**config.mk**
```make
export PLATFORM = sky130hd
export DESIGN_NAME = input_cond_bank
export DESIGN_NICKNAME = d
export VERILOG_FILES = /design/src/rtl/icb_pkg.sv /design/src/rtl/icb_sync.sv /design/src/rtl/icb_arm.sv /design/src/rtl/icb_edge.sv /design/src/rtl/icb_chan.sv /design/src/rtl/input_cond_bank.sv
export SDC_FILE = /design/constraint.sdc
export NUM_CORES = 1
export LEC_CHECK = 0
export ABC_AREA = 1
export BUFFER_PORTS_ARGS = -buffer_cell sky130_fd_sc_hd__buf_4
export CELL_PAD_IN_SITES_DETAIL_PLACEMENT = 0
export CELL_PAD_IN_SITES_GLOBAL_PLACEMENT = 1
export CORE_AREA = 2 2 85 87
export CTS_CLUSTER_SIZE = 24
export DETAILED_ROUTE_END_ITERATION = 10
export DIE_AREA = 0 0 87 89
export GPL_TIMING_DRIVEN = 0
export PLACE_DENSITY = 0.78
export SLEW_MARGIN = 15
export SYNTH_ARGS = -nofsm -noshare
export SYNTH_HDL_FRONTEND = slang
export SYNTH_SLANG_ARGS = --single-unit
export TNS_END_PERCENT = 1
```
**constraint.sdc**
```tcl
create_clock -name clk -period 1.5 [get_ports clk]
set_input_delay 0.075 -clock clk [delete_from_list [all_inputs] [get_ports clk]]
set_output_delay 0.075 -clock clk [all_outputs]
set_load 0.02 [all_outputs]
```
**src/rtl/icb_pkg.sv**
```systemverilog
package icb_pkg;

  localparam int MODE_W = 3;

  typedef enum logic [MODE_W-1:0] {
    MODE_SYNC   = 3'b000,
    MODE_DIRECT = 3'b001,
    MODE_RISE   = 3'b010,
    MODE_FALL   = 3'b011
  } cond_mode_e;

  typedef struct packed {
    logic level;
    logic rise;
    logic fall;
  } cond_taps_t;

  // Undefined codes (MSB set) fold onto the synchronized mode.
  function automatic cond_mode_e decode_mode(input logic [MODE_W-1:0] code);
    cond_mode_e m;
    if (code[MODE_W-1]) begin
      m = MODE_SYNC;
    end else begin
      unique case (code[1:0])
        2'b00:   m = MODE_SYNC;
        2'b01:   m = MODE_DIRECT;
        2'b10:   m = MODE_RISE;
        default: m = MODE_FALL;
      endcase
    end
    return m;
  endfunction

endpackage

```
**src/rtl/icb_sync.sv**
```systemverilog
module icb_sync #(
  parameter int STAGES = 2
) (
  input  logic clk,
  input  logic rst_n,
  input  logic d,
  output logic q
);

  logic [STAGES-1:0] chain;

  generate
    if (STAGES == 1) begin : g_single
      always_ff @(posedge clk or negedge rst_n) begin
        if (!rst_n) chain <= '0;
        else        chain <= d;
      end
    end else begin : g_multi
      always_ff @(posedge clk or negedge rst_n) begin
        if (!rst_n) chain <= '0;
        else        chain <= {chain[STAGES-2:0], d};
      end
    end
  endgenerate

  assign q = chain[STAGES-1];

endmodule

```
**src/rtl/icb_arm.sv**
```systemverilog
module icb_arm #(
  parameter int ARM_CYC = 3
) (
  input  logic clk,
  input  logic rst_n,
  output logic armed
);

  localparam int CNT_W = $clog2(ARM_CYC + 1);

  logic [CNT_W-1:0] cnt;

  always_ff @(posedge clk or negedge rst_n) begin
    if (!rst_n) begin
      cnt <= '0;
    end else if (cnt != CNT_W'(ARM_CYC)) begin
      cnt <= cnt + 1'b1;
    end
  end

  assign armed = (cnt == CNT_W'(ARM_CYC));

endmodule

```
**src/rtl/icb_edge.sv**
```systemverilog
module icb_edge
  import icb_pkg::*;
(
  input  logic       clk,
  input  logic       rst_n,
  input  logic       level,
  input  logic       armed,
  output cond_taps_t taps
);

  logic prev;

  always_ff @(posedge clk or negedge rst_n) begin
    if (!rst_n) prev <= 1'b0;
    else        prev <= level;
  end

  always_comb begin
    taps.level = level;
    taps.rise  = armed &  level & ~prev;
    taps.fall  = armed & ~level &  prev;
  end

endmodule

```
**src/rtl/icb_chan.sv**
```systemverilog
module icb_chan
  import icb_pkg::*;
#(
  parameter int SYNC_STAGES = 2
) (
  input  logic              clk,
  input  logic              rst_n,
  input  logic              raw,
  input  logic [MODE_W-1:0] code,
  input  logic              armed,
  output logic              out
);

  logic       level;
  cond_taps_t taps;
  cond_mode_e mode;

  icb_sync #(.STAGES(SYNC_STAGES)) sync_i (
    .clk   (clk),
    .rst_n (rst_n),
    .d     (raw),
    .q     (level)
  );

  icb_edge edge_i (
    .clk   (clk),
    .rst_n (rst_n),
    .level (level),
    .armed (armed),
    .taps  (taps)
  );

  assign mode = decode_mode(code);

  always_comb begin
    unique case (mode)
      MODE_DIRECT: out = raw;
      MODE_RISE:   out = taps.rise;
      MODE_FALL:   out = taps.fall;
      default:     out = taps.level;
    endcase
  end

endmodule

```
**src/rtl/input_cond_bank.sv**
```systemverilog
module input_cond_bank
  import icb_pkg::*;
#(
  parameter int CHANNELS    = 16,
  parameter int SYNC_STAGES = 2
) (
  input  logic                         clk,
  input  logic                         rst_n,
  input  logic [CHANNELS-1:0]          raw_in,
  input  logic [CHANNELS*MODE_W-1:0]   mode_cfg,
  output logic [CHANNELS-1:0]          cond_out
);

  localparam int ARM_CYC = SYNC_STAGES + 1;

  logic armed;

  icb_arm #(.ARM_CYC(ARM_CYC)) arm_i (
    .clk   (clk),
    .rst_n (rst_n),
    .armed (armed)
  );

  generate
    for (genvar i = 0; i < CHANNELS; i++) begin : g_ch
      icb_chan #(.SYNC_STAGES(SYNC_STAGES)) chan_i (
        .clk   (clk),
        .rst_n (rst_n),
        .raw   (raw_in[i]),
        .code  (mode_cfg[i*MODE_W +: MODE_W]),
        .armed (armed),
        .out   (cond_out[i])
      );
    end
  endgenerate

endmodule

```
==> flow_summary.yaml <==
outcome:
  status: "finished clean"
routing:
  wl_per_cell_um: 10.33
  vias: 2053
  drt_wl_total_um: 4937
  drc: 0
  vias_per_cell: 4.295
  first_pass_iters: 4
  ant_nets: 0
  drtIter0Drc: 49
floorplanning:
  rows: 30
  die_area_mm2: 0.007743
  initial_core_util_pct: 34.41
  die_x_um: 87
  die_h_um: 89
  coreArea_mm2: 0.006719
  pin_count: 82
timing:
  relSlewSlack_pct: 58.14
  min_period_ns: 1.499
  timing.hold.ws_ns: 0.3467
  fmax_mhz: 666.9
  worst_clock_skew_ns: 0.001786
  finalCritPeriodShare_pct: 99.96
  tightestPinTransition_ns: 0.6280
  hold_viol_final: 0
  rsz0062_at_grt: "true"
  setup_violations: 0
  tns_ns: 0
  slew_violations: 0
setup_path:
  r2r-start: "arm_i.cnt[1]"
  arrival_ns: 1.42
  cp-start-kind: "register"
  critPathSlowestCell: "dfrtp_1"
  cp_slowest_stage_delay_ns: 0.42
  cp.required_ns: 1.42
  end_kind: "output port"
  cp_max_fo: 5
  rrSetupSlack_ns: 0.28
  crit_buf_inv: 3
  critPathTopFamily: "flip-flops"
  crit_chain: "ha_4 > inv_6 > buf_8 > nor2_2 > nand3_1 > nand2_1 > buf_6"
  criticalPathCategory: "register to output port"
  r2r_end: "arm_i.cnt[1]"
  r2r_cells: 7
place:
  gp_congestion: 0.7343
  port_buffers: 81
  dp_hpwl_um: 3466
logic_synthesis:
  synth_cells: 300
  synth_nets: 367
  syn_area_mm2: 0.002312
  yosysWarnings: 0
  ys_ff_latch: 50
  syn_area_per_cell_um2: 7.707
  seq_area_frac_synth_pct: 54.11
  ys_types: 12
cts:
  worst_skew_pair.late_latency_ns: 0.29
  clockBufferDepth: 2
  tritoncts: "done"
  htree_levels: 2
  clock-root-buffer: "clkbuf_8"
  cts_made_buffers: 5
  clkTransAtPathRegs_ns: 0.08
  cts.sinks: 50
grt:
  grt_pass1_vias: 1996
  grt_overflow: 0
  grt_start_max_net_pins: 51
  grt_first_pass_wirelength_um: 8307
  grt_use_total_pct: 13.48
  grt_antenna_before_repair: 0
cells_and_area:
  drive_gt1_share_pct: 31.41
  areaGrowthSynthToFinish_pct: 49.03
  fin_util_pct: 51.28
  nets: 465
  n_antenna_cell: 0
pwr:
  total_power_mw: 2.741
  cellLeakagePower_nw: 1.890
  powerDensity_mw_per_mm2: 795.3
  ir_drop_mv: 0.4093
hold_path:
  hp-class: "primary input to asynchronous set/reset pin"
run:
  cap_viol_max_count: 0
[metrics by stage]
step	area, um2	instances	worst slack [ns]
after CTS	3395	477	-0.05044
final	3446	478	0.0005375
after detailed placement	3020	461	-0.07327
after global placement	3020	461	-0.06409
after global routing	3446	478	-0.08632
after floorplan	2312	300	0.2549
[cell type report]
class | count | area (um2)
well taps | 80 | 100.1
inverters | 36 | 140.1
flip-flops and latches | 50 | 1251
fillers | 650 | 3273
multi-input cells | 197 | 925.9
clock buffers | 7 | 76.32
plain buffers | 1 | 15.01
repair buffers | 107 | 937.1
[metal layers]
metal  up-vias  wire length (um)  global-route usage [%]
met5         -                 0                       0
met4         0                15                   3.693
met3         2               323                   3.324
met2        72              2367                   22.48
met1       902              2230                   17.57
li1       1077                 -                       -
[power breakdown]
group          switching [mW]  internal (mW)  total, mW
logic                   0.282          0.304      0.586
clock network           0.389          0.322      0.710
registers              0.0316           1.41       1.44
[layout by cell type, fill, tap and decap left out, types with 2 or more instances in the layout]
cell type and count:
buf_4 70, buf_6 19, clkbuf_1 2, clkbuf_8 5
dfrtp_1 50, dlygate4sd3_1 17, inv_1 35, nand2_1 138
nand2_2 7, nand3_1 23, nand3_2 7, nor2_1 7
nor2_2 5, nor2_4 7
[synthesized netlist by cell type]
cell type,n,area share [%]
a21oi_1,1,0.22
buf_4,16,5.2
buf_6,1,0.49
dfrtp_1,50,54
ha_1,1,0.54
inv_1,35,5.7
inv_2,1,0.16
nand2_1,145,24
nand3_1,30,6.5
nor2_1,18,2.9
nor2_2,1,0.27
xnor2_1,1,0.38
[worst max path at each step]
stage	start	end	depth (start not counted)
2_1_floorplan	arm_i.cnt[0]	cond_out[11]	7
3_3_place_gp	arm_i.cnt[0]	cond_out[7]	8
3_5_place_dp	arm_i.cnt[0]	cond_out[8]	8
4_1_cts	arm_i.cnt[1]	cond_out[7]	7
5_1_grt	arm_i.cnt[1]	cond_out[2]	7
6_report	arm_i.cnt[1]	cond_out[4]	7
[state kept, by name (all words and copies together), names as in the netlist]
name,flops
arm_i.cnt,2
g_ch.chan_i.edge_i.prev,16
g_ch.chan_i.sync_i.chain,32
[logic make-up after synthesis]
kind of cell | Yosys count | share of synthesized area [%]
AO/OA/AOI/OAI | 1 | 0.2162
buffers and inverters | 53 | 11.53
XOR/XNOR | 1 | 0.3789
AND/OR/NAND/NOR | 194 | 33.22
adder cells (fa/ha/maj) | 1 | 0.5410
flip-flops | 50 | 54.11
[what timing repair did]
item                                    CTS  global route
cloned                                    1             0
setup buffers                             7             1
resized for setup                        46            12
hold endpoints to repair                 66             0
endpoints found under the setup margin   16            16
pin swaps                                48            15
hold buffers                             17             0
Power figures use the tool's default switching activity.
